`config.mk`:
```
export PLATFORM = sky130hd
export DESIGN_NAME = ocpg_top
export DESIGN_NICKNAME = d
export VERILOG_FILES = /design/src/rtl/ocpg_pkg.sv /design/src/rtl/ocpg_counter.sv /design/src/rtl/ocpg_pulse_gen.sv /design/src/rtl/ocpg_wave.sv /design/src/rtl/ocpg_top.sv
export SDC_FILE = /design/constraint.sdc
export NUM_CORES = 1
export LEC_CHECK = 0
export ABC_AREA = 1
export BUFFER_PORTS_ARGS = -buffer_cell sky130_fd_sc_hd__buf_4
export CAP_MARGIN = 20
export CELL_PAD_IN_SITES_DETAIL_PLACEMENT = 1
export CELL_PAD_IN_SITES_GLOBAL_PLACEMENT = 1
export CORE_MARGIN = 4
export CORE_UTILIZATION = 41
export DETAILED_ROUTE_END_ITERATION = 16
export PLACE_DENSITY = 0.82
export REMOVE_ABC_BUFFERS = 1
export SETUP_SLACK_MARGIN = 0.15
export SLEW_MARGIN = 20
export SYNTH_ARGS = -nofsm -noshare
export SYNTH_HDL_FRONTEND = slang
export SYNTH_SLANG_ARGS = --single-unit
```
`constraint.sdc`:
```
create_clock -name clk_i -period 4.4 [get_ports clk_i]
set_clock_uncertainty 0.05 [all_clocks]
set_input_delay 0.88 -clock clk_i [delete_from_list [all_inputs] [get_ports clk_i]]
set_output_delay 0.88 -clock clk_i [all_outputs]
set_load 0.05 [all_outputs]
```
`src/rtl/ocpg_pkg.sv`:
```
package ocpg_pkg;
  typedef enum logic [1:0] {
    OC_FORCE_LOW = 2'd0,
    OC_PULSE_HI  = 2'd1,
    OC_PULSE_LO  = 2'd2,
    OC_TOGGLE    = 2'd3
  } oc_type_e;
endpackage

```
`src/rtl/ocpg_counter.sv`:
```
module ocpg_counter #(
  parameter int unsigned CNT_W = 16
) (
  input  logic             clk_i,
  input  logic             rst_ni,
  input  logic             en_i,
  input  logic [CNT_W-1:0] period_i,
  output logic             evt_o
);
  logic [CNT_W-1:0] cnt_q;
  logic [CNT_W-1:0] limit;
  logic             last;

  // period 0 acts as period 1
  assign limit = (period_i == '0) ? '0 : period_i - 1'b1;
  assign last  = (cnt_q >= limit);
  assign evt_o = en_i && last;

  always_ff @(posedge clk_i or negedge rst_ni) begin
    if (!rst_ni)      cnt_q <= '0;
    else if (!en_i)   cnt_q <= '0;
    else if (last)    cnt_q <= '0;
    else              cnt_q <= cnt_q + 1'b1;
  end

  p_wrap_r2: assert property (@(posedge clk_i) disable iff (!rst_ni)
    evt_o |=> cnt_q == '0);
  p_step_r2: assert property (@(posedge clk_i) disable iff (!rst_ni)
    (en_i && !evt_o) |=> cnt_q == $past(cnt_q) + 1'b1);
  p_restart_r10: assert property (@(posedge clk_i) disable iff (!rst_ni)
    !en_i |=> cnt_q == '0);
endmodule

```
`src/rtl/ocpg_pulse_gen.sv`:
```
module ocpg_pulse_gen #(
  parameter int unsigned PW_W = 8
) (
  input  logic            clk_i,
  input  logic            rst_ni,
  input  logic            en_i,
  input  logic            evt_i,
  input  logic [PW_W-1:0] width_i,
  output logic            active_o
);
  logic [PW_W-1:0] pcnt_q;

  assign active_o = en_i && (pcnt_q != '0);

  always_ff @(posedge clk_i or negedge rst_ni) begin
    if (!rst_ni)              pcnt_q <= '0;
    else if (!en_i)           pcnt_q <= '0;
    else if (evt_i)           pcnt_q <= width_i;   // restart, overlays next period
    else if (pcnt_q != '0)    pcnt_q <= pcnt_q - 1'b1;
  end

  p_load_r4: assert property (@(posedge clk_i) disable iff (!rst_ni)
    (en_i && evt_i) |=> pcnt_q == $past(width_i));
  p_zero_width_r6: assert property (@(posedge clk_i) disable iff (!rst_ni)
    (en_i && evt_i && width_i == '0) |=> !active_o || !en_i);
  p_end_r10: assert property (@(posedge clk_i) disable iff (!rst_ni)
    !en_i |=> pcnt_q == '0);
endmodule

```
`src/rtl/ocpg_wave.sv`:
```
module ocpg_wave
  import ocpg_pkg::*;
(
  input  logic     clk_i,
  input  logic     rst_ni,
  input  logic     en_i,
  input  logic     evt_i,
  input  oc_type_e type_i,
  input  logic     active_i,
  input  logic     preset_load_i,
  input  logic     preset_val_i,
  output logic     pin_o
);
  logic tog_q;

  always_ff @(posedge clk_i or negedge rst_ni) begin
    if (!rst_ni)                             tog_q <= 1'b0;
    else if (!en_i && preset_load_i)         tog_q <= preset_val_i;
    else if (evt_i && type_i == OC_TOGGLE)   tog_q <= ~tog_q;
  end

  always_comb begin
    unique case (type_i)
      OC_FORCE_LOW: pin_o = 1'b0;
      OC_PULSE_HI:  pin_o = active_i;
      OC_PULSE_LO:  pin_o = ~active_i;
      OC_TOGGLE:    pin_o = tog_q;
      default:      pin_o = 1'b0;
    endcase
  end

  p_toggle_r8: assert property (@(posedge clk_i) disable iff (!rst_ni)
    (evt_i && type_i == OC_TOGGLE) |=> tog_q != $past(tog_q));
  p_preset_r9: assert property (@(posedge clk_i) disable iff (!rst_ni)
    (!en_i && preset_load_i) |=> tog_q == $past(preset_val_i));
  p_preset_ignored_r9: assert property (@(posedge clk_i) disable iff (!rst_ni)
    (en_i && !evt_i) |=> $stable(tog_q));
endmodule

```
`src/rtl/ocpg_top.sv`:
```
module ocpg_top
  import ocpg_pkg::*;
#(
  parameter int unsigned CNT_W = 16,
  parameter int unsigned PW_W  = 8
) (
  input  logic             clk_i,
  input  logic             rst_ni,
  input  logic             enable_i,
  input  logic [CNT_W-1:0] period_i,
  input  logic [1:0]       oc_type_i,
  input  logic [PW_W-1:0]  pulse_width_i,
  input  logic             preset_load_i,
  input  logic             preset_val_i,
  output logic             pin_o,
  output logic             cmp_evt_o
);
  logic     evt;
  logic     active;
  oc_type_e oc_type;

  assign oc_type   = oc_type_e'(oc_type_i);
  assign cmp_evt_o = evt;

  ocpg_counter #(.CNT_W(CNT_W)) u_cnt (
    .clk_i    (clk_i),
    .rst_ni   (rst_ni),
    .en_i     (enable_i),
    .period_i (period_i),
    .evt_o    (evt)
  );

  ocpg_pulse_gen #(.PW_W(PW_W)) u_pulse (
    .clk_i    (clk_i),
    .rst_ni   (rst_ni),
    .en_i     (enable_i),
    .evt_i    (evt),
    .width_i  (pulse_width_i),
    .active_o (active)
  );

  ocpg_wave u_wave (
    .clk_i         (clk_i),
    .rst_ni        (rst_ni),
    .en_i          (enable_i),
    .evt_i         (evt),
    .type_i        (oc_type),
    .active_i      (active),
    .preset_load_i (preset_load_i),
    .preset_val_i  (preset_val_i),
    .pin_o         (pin_o)
  );

  p_force_low_r3: assert property (@(posedge clk_i) disable iff (!rst_ni)
    oc_type == OC_FORCE_LOW |-> !pin_o);
  p_rest_hi_off_r10: assert property (@(posedge clk_i) disable iff (!rst_ni)
    (!enable_i && oc_type == OC_PULSE_HI) |-> !pin_o && !cmp_evt_o);
  p_rest_lo_off_r10: assert property (@(posedge clk_i) disable iff (!rst_ni)
    (!enable_i && oc_type == OC_PULSE_LO) |-> pin_o);
endmodule

```
---- After elaboration in Yosys (flattened, before gate mapping) ----
Cells that the tools add are included.
word-level totals
  flip-flop bits (word level) ............. 25
  bits of input ports ..................... 31
  output and inout port bits .............. 2
  logic and storage cells ................. 31
operators by class
  add/subtract/negate cells ............... 3
  $lt $le $gt $ge ......................... 1
  eq/ne operators ......................... 4
  mux-type cells .......................... 9
  bitwise logic cells ..................... 2
  reduce and logical (&&, ||, !) cells .... 9
operators by type and width
  operator                 number
  $mux W16                 3
  $mux W8                  3
  $add A16 B1 Y16 const B  1
  $ge A16 B16 Y1           1
  $logic_not A16 Y1        1
  $sub A16 B1 Y16 const B  1
  $reduce_bool A8 Y1       1
  $sub A8 B1 Y8 const B    1
  $eq A2 B2 Y1 const B     2
  $logic_and A1 B1 Y1      4
  $pmux W1 S4              1
  $ne A3 B1 Y1 const B     1
  $eq A2 B1 Y1 const B     1
  $logic_not A2 Y1         1
  $mux W1                  2
  $not A1 Y1               2
  $reduce_bool A2 Y1       1
  $logic_not A1 Y1         1

---- Depth between registers and ports, before layout ----
Gate-level depths: netlist of run 1.
  depth in word-level cells ............... 7
  depth in mapped cells ................... 21
  mapped depth without buffers ............ 20

---- Hierarchy ----
A second synthesis of run 1 with hierarchy kept.
second synthesis, totals
  cells, all modules ...................... 335
  area, all modules ....................... 2331.0 um^2
by module, submodules not included
  module          instances  cells each  area each (um^2)  sequential area each (um^2)
  ocpg_counter    1          242         1709.1            400.4
  ocpg_pulse_gen  1          75          525.5             200.2
  ocpg_wave       1          18          96.3              25.0

---- Least setup slack after synthesis of run 1 ----
Ideal clock, no wire load.
  path kind ............................... input to output
  from .................................... input port period_i[0]
  to ...................................... output port cmp_evt_o
  arrival ................................. 2.869 ns
  data required time ...................... 3.470 ns
  slack ................................... 0.601 ns
  cell stages on the path ................. 17
  buffers on the path ..................... 0
  cells stage by stage .................... inv_1 -> ha_1 -> nand2_2 -> nor2_4 -> inv_2 -> nor2_2 -> nand3_1 -> a21o_1 -> ha_1 -> nand2_1 -> inv_1 -> nand3_1 -> a21oi_1 -> nor2_2 -> nand2_2 -> nand2_2 -> inv_2
on the way
  cells in the longest elaborated chain, start to end .. 4
  elaborated cells between the ends (all ways) .. 5
  classes of those cells .................. 1 x add/sub; 1 x order compare; 1 x mux; 2 x reduce/logical
ends and longest elaborated chain
  element                                               line                RTL
  start: declaration                                    ocpg_top.sv:10      input logic [CNT_W-1:0] period_i,
  $sub A16 B1 Y16 or $logic_not A16 Y1 (tied branches)  ocpg_counter.sv:15  assign limit = (period_i == '0) ? '0 : period_i - 1'b1;
  $mux W16 *                                            ocpg_counter.sv:15
  $ge A16 B16 Y1 *                                      ocpg_counter.sv:16  assign last = (cnt_q >= limit);
  $logic_and A1 B1 Y1 *                                 ocpg_counter.sv:17  assign evt_o = en_i && last;
  end: declaration                                      ocpg_top.sv:16      output logic cmp_evt_o
Every way passes the cells marked *; elsewhere a longest branch is shown, timed or not.

---- Final worst setup path of run 1 ----
  from .................................... input port period_i[2]
  to ...................................... output port cmp_evt_o
The elaborated chain is that of the path after synthesis.

==> results.yml, run 1 <==
status:
  status: "finished, final reports clean"
worst_setup_path:
  cp_num_buf_inv: 4
  regToRegEndpoint: "u_pulse.pcnt_q[0]$_DFFE_PN0P_"
  cp.depth: 20
  endpoint: "cmp_evt_o"
  r2r_start: "u_cnt.cnt_q[5]$_DFF_PN0_"
  crit_start: "period_i[2]"
  cpPeakStageDelay_ns: 0.30
  crit_slowest_cell: "ha_1"
  start_kind: "primary input"
  crit_family: "simple AND/OR/NAND/NOR gates"
  arrival_ns: 3.13
  crit_fanout: 6
  reg2reg_depth: 15
  path_class: "primary input to output port"
  worstPathRequired_ns: 3.47
  rrSetupSlack_ns: 2.00
  path_cells: "buf_4, nor2_1, nand2_2, nor2_2, and3_4, nand2_2, nor2_4, nand3_1, nand2_1, nand3_1, ha_1, nand2_1, inv_1, nand3_1, nor2_1, nand2_2, nand2_4, nand2_4, inv_4, buf_8"
  worstSetupEndpointType: "output port"
cells_and_area:
  syn_to_final_growth_pct: 22.0
  n_antenna_cell: 0
  drive_above_1_share_pct: 24.1
  final_core_util_pct: 51.3
  fin_cells: 445
  fill_cells: 721
  fin_nets: 426
timing:
  finalHoldViolations: 0
  slew_viol_final: 0
  min_period_ns: 4.06
  setup_violations: 0
  worstMarginPinSlew_ns: 0.332
  tns_ns: 0
  fin_crit_sh_pct: 92.2
  rsz0062_at_grt: "no"
  fmax_mhz: 246
  finalWorstSetupSlack_ns: 0.342
  relSlewSlack_pct: 77.9
  hold_ws_ns: 0.439
synth:
  ys_ff_latch: 25
  yosysSeqAreaShare_pct: 27.2
  synth_ff_type: "dfrtp_1"
  ys_warn_count: 0
  synth_edf_count: 0
  yosys.cell_types.count: 33
  avgSynthCellArea_um2: 6.99
  async_flop_share_pct: 100
  netlist_instances: 329
  syn_area_mm2: 0.00230
cts:
  clock_latency_ns: 0.27
  cts.path.max_buffers: 2
  path_clk_slew_ns: 0.08
  cts_tree: "built"
  cts.sinks: 25
  cts_root_buffer: "clkbuf_8"
  cts_inserted_buffers: 3
  h-tree-depth: 1
floorplan:
  core_mm2: 0.00547
  rows: 27
  die_x_um: 82.9
  pin_count: 33
  floorplan.die_area_mm2: 0.00687
  floorplan.initialDensity_pct: 42.0
  fp.dieH_um: 82.9
placed_design:
  pre_cts_ws_ns: 0.0824
  gp_congestion: 0.814
  dpl.cell_count: 433
  place_hpwl_um: 4790
  io_buffer_count: 32
flow_run:
  maxCapViolCount: 0
worst_hold_path:
  min_path_type: "flop to flop"
global_routing:
  grt_first_pass_wirelength_um: 10400
  first_global_vias: 2344
  grt_usage_pct: 17.7
  grt_max_degree: 26
  overflow: 0
  antenna_found_initial: 0
power:
  p_per_area_mw_per_mm2: 271
  p_leak_nw: 1.48
  vdd_ir_drop_max_uv: 216
detailed_routing:
  route.detailed.drc: 0
  ant_nets: 0
  routed_wl_um: 5880
  firstDrtPassIters: 4
  drt_iter0_markers: 35
  vias: 2207
  via_per_inst: 4.96
  wl_per_cell_um: 13.2
==> synth_stat cells (2+ instances only) <==
cell type,instances,share of area (%)
or2_2,2,0.54
dfrtp_1,25,27
nor3_1,5,1.1
a21oi_2,2,0.76
nand2_2,7,1.9
nand2_1,79,13
nor2_1,36,5.9
a21oi_1,13,2.8
inv_1,45,7.3
xor2_1,10,3.8
o21ai_0,2,0.44
nand3_1,27,5.9
o21ai_1,3,0.65
nand3_2,4,1.7
nor2_4,6,2.9
ha_1,21,11
xnor2_1,6,2.3
nor2_2,7,1.9
clkbuf_1,2,0.33
nand4_1,9,2.4
inv_2,6,0.98
==> worst reg2reg max path, delay by kind of cell (launching register included) <==
kind	cells	cell delay, ns
buffers and inverters	4	0.51
and+or+nand+nor	10	0.94
DFF	1	0.46
adders and majority gates	1	0.33
==> what timing repair did <==
item,CTS,global route
hold buffers,0,0
buffers inserted,1,7
gates cloned,0,0
resized for setup,3,13
pin swaps,1,5
setup endpoints to repair,1,1
==> report_power, final <==
group          leakage (nW)  switching [mW]  internal, mW  total [mW]
registers             0.338          0.0231         0.266       0.289
clock network        0.0255          0.0735        0.0634       0.137
logic                  1.11           0.205         0.131       0.336
total                  1.48           0.301         0.460       0.761
==> cells in the final DEF (no fill, tap or decap), types with 9 or more instances in the layout <==
| cell type | n |
|---|---|
| a21oi_1 | 12 |
| buf_4 | 42 |
| dfrtp_1 | 25 |
| ha_1 | 20 |
| inv_1 | 44 |
| nand2_1 | 78 |
| nand3_1 | 27 |
| nand4_1 | 9 |
| nor2_1 | 35 |
| nor2_4 | 10 |
| xor2_1 | 10 |
==> flip-flops by register name, indices dropped and copies added, names as in the netlist <==
signal and cells:
u_cnt.cnt_q 16, u_pulse.pcnt_q 8, u_wave.tog_q 1
==> layer usage <==
metal | vias to the layer above | track usage [%] | share of wire, %
met4 | 0 | 3.86 | 0.80
met3 | 5 | 2.48 | 3.1
li1 | 1132 | - | -
met5 | - | 0 | 0
met1 | 1035 | 20.4 | 43
met2 | 35 | 34.2 | 53
==> kinds of logic (layout without fill, tap and decap cells) <==
group	after synthesis	after routing	share of synthesized area, %
AOI/OAI and AO/OA	26	26	6.53
xor gates and xnor gates	16	16	6.09
adders and majority gates	21	21	11.4
buffers and inverters	54	98	9.14
DFF	25	25	27.2
muxes	1	1	0.435
and+or+nand+nor	186	186	39.2
==> worst min path at each step <==
stage | startpoint | endpoint | slack (ns) | cells past startpoint
4_1_cts | u_pulse.pcnt_q[0]$_DFFE_PN0P_ | u_pulse.pcnt_q[0]$_DFFE_PN0P_ | 0.44 | 2
3_3_place_gp | u_pulse.pcnt_q[0]$_DFFE_PN0P_ | u_pulse.pcnt_q[0]$_DFFE_PN0P_ | 0.42 | 2
2_1_floorplan | u_pulse.pcnt_q[0]$_DFFE_PN0P_ | u_pulse.pcnt_q[0]$_DFFE_PN0P_ | 0.40 | 2
3_5_place_dp | u_pulse.pcnt_q[0]$_DFFE_PN0P_ | u_pulse.pcnt_q[0]$_DFFE_PN0P_ | 0.42 | 2
5_1_grt | rst_ni | u_pulse.pcnt_q[3]$_DFFE_PN0P_ | 0.47 | 1
6_report | u_pulse.pcnt_q[0]$_DFFE_PN0P_ | u_pulse.pcnt_q[0]$_DFFE_PN0P_ | 0.44 | 2
==> per-stage QoR <==
step                power, mW  cell area, um2
global placement        0.616            2640
finish                  0.761            2810
detailed placement      0.628            2640
CTS                     0.769            2700
global route            0.834            2810
floorplan               0.527            2280
==> area by class of cell <==
class | instances | area [um2] | area share [%]
flip-flops and latches | 25 | 626 | 22.3
multi-input cells | 250 | 1520 | 54.2
clock inverters | 1 | 5.00 | 0.178
repair buffers | 43 | 330 | 11.8
clock buffers | 3 | 41.3 | 1.47
well taps | 72 | 90.1 | 3.21
inverters | 51 | 194 | 6.91
(Power assumes the default switching activity.)
==> inputs of run 2 (changes only) <==
Settings changed: ABC_AREA 1 to 0, CORE_UTILIZATION 41 to 43.
==> results.yml, run 2 <==
detailed_routing:
  ant_nets: 0
  route.detailed.drc: 0
  routed_wl_um: 5690
  wl_per_cell_um: 15.5
  vias: 2032
  firstDrtPassIters: 4
  via_per_inst: 5.55
  drt_iter0_markers: 92
global_routing:
  overflow: 0
  grt_usage_pct: 18.8
  grt_first_pass_wirelength_um: 9710
  first_global_vias: 2168
  antenna_found_initial: 0
  grt_max_degree: 26
synth:
  synth_ff_type: "dfrtp_1"
  synth_most_common_cell: "nor2_1"
  yosys.cell_types.count: 49
  avgSynthCellArea_um2: 8.44
  yosys.area.top_type: "dfrtp_1"
  netlist_instances: 261
  syn_area_mm2: 0.00220
  ys_ff_latch: 25
  synthTopCellsByCount: "nor2_1 (28), dfrtp_1 (25), nand2_1 (25), ha_1 (21), xnor2_1 (18)"
  ys_warn_count: 0
  synth_edf_count: 0
  netlist.area_leader.share_pct: 28.4
  synth_area_leaders: "dfrtp_1 (28%), ha_1 (12%), xnor2_1 (7.2%), nor2_1 (4.8%), xor2_1 (4.4%)"
  async_flop_share_pct: 100
  yosysSeqAreaShare_pct: 28.4
worst_hold_path:
  min_path_type: "flop to flop"
cells_and_area:
  final_common_cell: "buf_4"
  final_cell_mix: "buf_4 (43), nor2_1 (28), nand2_1 (25), dfrtp_1 (25), ha_1 (21)"
  drive_above_1_share_pct: 20.7
  syn_to_final_growth_pct: 18.7
  largest_register_ffs: 16
  largestRegisters: "u_cnt.cnt_q x16, u_pulse.pcnt_q x8, u_wave.tog_q x1"
  fin_area_mm2: 0.00262
  fin_cells: 366
  n_antenna_cell: 0
  top_register: "u_cnt.cnt_q"
  fin_nets: 352
  final_core_util_pct: 53.9
worst_setup_path:
  worstSetupEndpointType: "output port"
  crit_slowest_cell: "or4_4"
  path_class: "primary input to output port"
  start_kind: "primary input"
  cpPeakStageDelay_ns: 0.56
  arrival_ns: 3.42
  crit_fanout: 10
  cpMostUsedCell: "buf_4"
  path_cells: "buf_4, or4_4, nor4_4, nand4_4, or2b_1, ha_1, nor2b_1, o211a_1, o31ai_2, a31oi_1, buf_4"
  worstPathRequired_ns: 3.47
placed_design:
  place_hpwl_um: 4710
  place_area_mm2: 0.00255
  io_buffer_count: 32
  pre_cts_ws_ns: -0.0478
  dpl.cell_count: 361
  gp_congestion: 0.876
floorplan:
  pin_count: 33
  core_mm2: 0.00485
  die_x_um: 79.6
  floorplan.die_area_mm2: 0.00633
  floorplan.initialDensity_pct: 45.4
  fp.dieH_um: 79.6
  rows: 25
power:
  seq_power_share_pct: 36.7
  p_comb_share_pct: 46.6
  vdd_ir_drop_max_uv: 186
  p_leak_nw: 1.23
  switching_power_mw: 0.308
  p_int_mw: 0.518
  p_per_area_mw_per_mm2: 316
  swShare_pct: 37.3
  power_mw: 0.826
  pwr-share-clk_pct: 16.7
cts:
  clock_latency_ns: 0.27
  cts_root_buffer: "clkbuf_8"
  cts.sinks: 25
  cts_tree: "built"
  path_clk_slew_ns: 0.09
  h-tree-depth: 1
  cts.path.max_buffers: 2
  cts_inserted_buffers: 3
timing:
  finalHoldViolations: 0
  min_period_ns: 4.35
  setup_violations: 0
  fin_crit_sh_pct: 98.8
  rsz0062_at_grt: "yes"
  slew_viol_final: 0
  fmax_mhz: 230
  finalWorstSetupSlack_ns: 0.0546
  worstMarginPinSlew_ns: 0.465
  tns_ns: 0
  hold_ws_ns: 0.438
  relSlewSlack_pct: 68.7
status:
  status: "finished, final reports clean"
flow_run:
  maxCapViolCount: 0
## run 2: changes by cell type after synthesis, moves of 7 or more
cell	before	now
a31oi_1	1	8
inv_1	45	12
nand2_1	79	25
nand3_1	27	7
nor2_1	36	28
nor2_2	7	0
nor3_1	5	14
nor4_1	0	8
xnor2_1	6	18
## run 2: repair_timing
action                     CTS  global route
resized for setup            1             0
pin swaps                    2             0
setup endpoints to repair    1             1
hold buffers                 0             0
buffers inserted             1             0
## run 2: worst paths after layout
check / start / end / slack, ns / cells past startpoint
max reg2reg: u_cnt.cnt_q[13]$_DFF_PN0_ / u_cnt.cnt_q[15]$_DFF_PN0_ / 1.99 / 7
min: u_cnt.cnt_q[0]$_DFF_PN0_ / u_cnt.cnt_q[0]$_DFF_PN0_ / 0.44 / 1
max: period_i[11] / cmp_evt_o / 0.05 / 11
min in group asynchronous: rst_ni / u_pulse.pcnt_q[2]$_DFFE_PN0P_ / 0.45 / 1
max in group asynchronous: rst_ni / u_cnt.cnt_q[0]$_DFF_PN0_ / 3.59 / 1
min reg2reg: u_cnt.cnt_q[0]$_DFF_PN0_ / u_cnt.cnt_q[0]$_DFF_PN0_ / 0.44 / 1
## run 2: logic make-up after synthesis
logic type,count (synthesis),synth area share (%)
multiplexers,5,2.50
flip-flops,25,28.4
buffers and inverters,22,4.43
adder cells (fa/ha/maj),21,11.9
AO/OA/AOI/OAI,40,11.6
XOR/XNOR,29,11.5
AND/OR/NAND/NOR,119,29.6
## run 2: area by class of cell
| cell class | instances | area, um2 |
|---|---|---|
| fillers | 591 | 2230 |
| repair buffers | 43 | 323 |
| well taps | 67 | 83.8 |
| flip-flops and latches | 25 | 626 |
| multi-input cells | 214 | 1490 |
| inverters | 13 | 48.8 |
| clock buffers | 4 | 45.0 |
## run 2: power by group through the flow
| stage | registers [mW] | clock network [mW] | logic, mW |
|---|---|---|---|
| global placement | 0.304 | 0 | 0.363 |
| detailed placement | 0.306 | 0 | 0.381 |
| floorplan | 0.295 | 0 | 0.284 |
| CTS | 0.303 | 0.142 | 0.384 |
| finish | 0.303 | 0.138 | 0.385 |
| global route | 0.308 | 0.150 | 0.430 |
## run 2: metal layers
layer | vias to the layer above | part of all wire, % | GRT usage, %
li1 | 999 | - | -
met2 | 37 | 51 | 33.7
met5 | - | 0 | 0
met4 | 0 | 0.35 | 2.06
met1 | 992 | 46 | 24.4
met3 | 4 | 3.0 | 2.82
## run 2: critical path, delay by kind of cell
family	cells	cell delay [ns]
fa+ha+maj	1	0.23
compound gates	3	0.65
simple gates	5	1.34
buf+inv	2	0.33
==> inputs of run 3 (changes only) <==
Settings changed: PLACE_DENSITY 0.82 to 0.78.
==> results.yml, run 3 (synthesized netlist as in run 2, its figures left out) <==
placed_design:
  place_area_mm2: 0.00255
  place_hpwl_um: 4680
  io_buffer_count: 32
  gp_congestion: 0.840
cts:
  holdBufCountCts: 0
  h-tree-depth: 1
  cts_root_buffer: "clkbuf_8"
  cts_tree: "built"
  clock_latency_ns: 0.28
  cts_inserted_buffers: 3
  cts.sinks: 25
  cts_setup_buffers: 0
  path_clk_slew_ns: 0.10
  cts.path.max_buffers: 2
cells_and_area:
  multi_input_area_mm2: 0.00151
  largest_register_ffs: 16
  syn_to_final_growth_pct: 19.8
  drive_above_1_share_pct: 21.5
  largestRegisters: "u_cnt.cnt_q x16, u_pulse.pcnt_q x8, u_wave.tog_q x1"
  fin_area_mm2: 0.00264
  fill_cells: 598
  final_cell_mix: "buf_4 (41), nor2_1 (28), nand2_1 (25), dfrtp_1 (25), ha_1 (21)"
  n_antenna_cell: 0
  ff_latch_area_um2: 626
  fin_nets: 351
  top_register: "u_cnt.cnt_q"
  final_common_cell: "buf_4"
timing:
  worstMarginPinSlew_ns: 0.515
  finalWorstSetupSlack_ns: -0.00515
  rsz0062_at_grt: "yes"
  relSlewSlack_pct: 65.6
  fmax_mhz: 227
  finalHoldViolations: 0
  slew_viol_final: 0
  hold_ws_ns: 0.448
  min_period_ns: 4.41
  setup_violations: 1
  tns_ns: -0.00515
  fin_crit_sh_pct: 100
worst_setup_path:
  start_kind: "primary input"
  path_class: "primary input to output port"
  worstSetupEndpointType: "output port"
  cp_num_buf_inv: 3
  arrival_ns: 3.48
  crit_slowest_cell: "or4_4"
  crit_fanout: 15
  cpPeakStageDelay_ns: 0.55
  crit_family: "simple AND/OR/NAND/NOR gates"
  path_cells: "buf_4, or4_4, nor4_4, nand4_2, buf_6, or2b_1, ha_1, nor2b_1, o211a_1, o31ai_4, a31oi_1, buf_4"
  cpMostUsedCell: "buf_4"
  worstPathRequired_ns: 3.47
detailed_routing:
  route.detailed.drc: 0
  wl_per_cell_um: 16.2
  drt_iter0_markers: 89
  via_per_inst: 5.61
  vias: 2049
  ant_nets: 0
  firstDrtPassIters: 4
  routed_wl_um: 5920
floorplan:
  die_x_um: 79.6
  floorplan.die_area_mm2: 0.00633
  floorplan.initialDensity_pct: 45.4
  core_mm2: 0.00485
  rows: 25
  fp.dieH_um: 79.6
  pin_count: 33
global_routing:
  grt_max_degree: 26
  grt_usage_pct: 19.5
  antenna_found_initial: 0
  first_global_vias: 2125
  overflow: 0
  grt_first_pass_wirelength_um: 9980
worst_hold_path:
  min_path_type: "primary input to asynchronous set/reset pin"
power:
  vdd_ir_drop_max_uv: 228
  p_leak_nw: 1.24
  p_per_area_mw_per_mm2: 315
status:
  violations: "negative setup slack"
  status: "finished, violations left"
flow_run:
  maxCapViolCount: 0
run 3: report_power, final:
part	internal, mW	leakage, nW	switching, mW
clock network	0.0645	0.0217	0.0831
registers	0.263	0.339	0.0381
logic	0.190	0.877	0.193
run 3: per-stage QoR:
stage / setup WS [ns] / instances / total power [mW] / utilization (%)
final: -0.00515 / 365 / 0.832 / 54.5
after global routing: -0.0982 / 365 / 0.900 / 54.5
after CTS: -0.0414 / 365 / 0.837 / 53.8
after detailed placement: -0.0891 / 361 / 0.685 / 52.7
after global placement: -0.00936 / 361 / 0.667 / 52.7
after floorplan: -0.337 / 252 / 0.579 / -
run 3: timing repair:
item | CTS | global route
resized for setup | 1 | 6
endpoints found under the setup margin | 1 | 1
pin swaps | 2 | 0
run 3: area by class of cell:
type,count,area share (%)
multi-input combinational,214,57.3
sequential,25,23.7
timing repair buffer,42,12.1
tap,67,3.18
inverter,13,1.85
clock buffer,3,1.56
clock inverter,1,0.284
run 3: routing by layer:
metal  track usage (%)  part of all wire, %
met5                 0                    0
met4              2.75                 0.39
met3              3.16                  3.0
met2              34.6                   51
met1              25.4                   46
run 3: worst paths after layout:
path,startpoint,to,slack (ns),depth (start not counted)
setup / recovery,period_i[11],cmp_evt_o,-0.005,12
hold / removal,rst_ni,u_pulse.pcnt_q[3]$_DFFE_PN0P_,0.45,1
setup reg to reg,u_cnt.cnt_q[1]$_DFF_PN0_,u_cnt.cnt_q[4]$_DFF_PN0_,1.95,7
hold reg to reg,u_cnt.cnt_q[0]$_DFF_PN0_,u_cnt.cnt_q[0]$_DFF_PN0_,0.45,1
max in group asynchronous,rst_ni,u_pulse.pcnt_q[6]$_DFFE_PN0P_,3.59,1
min in group clk_i,u_cnt.cnt_q[0]$_DFF_PN0_,u_cnt.cnt_q[0]$_DFF_PN0_,0.45,1
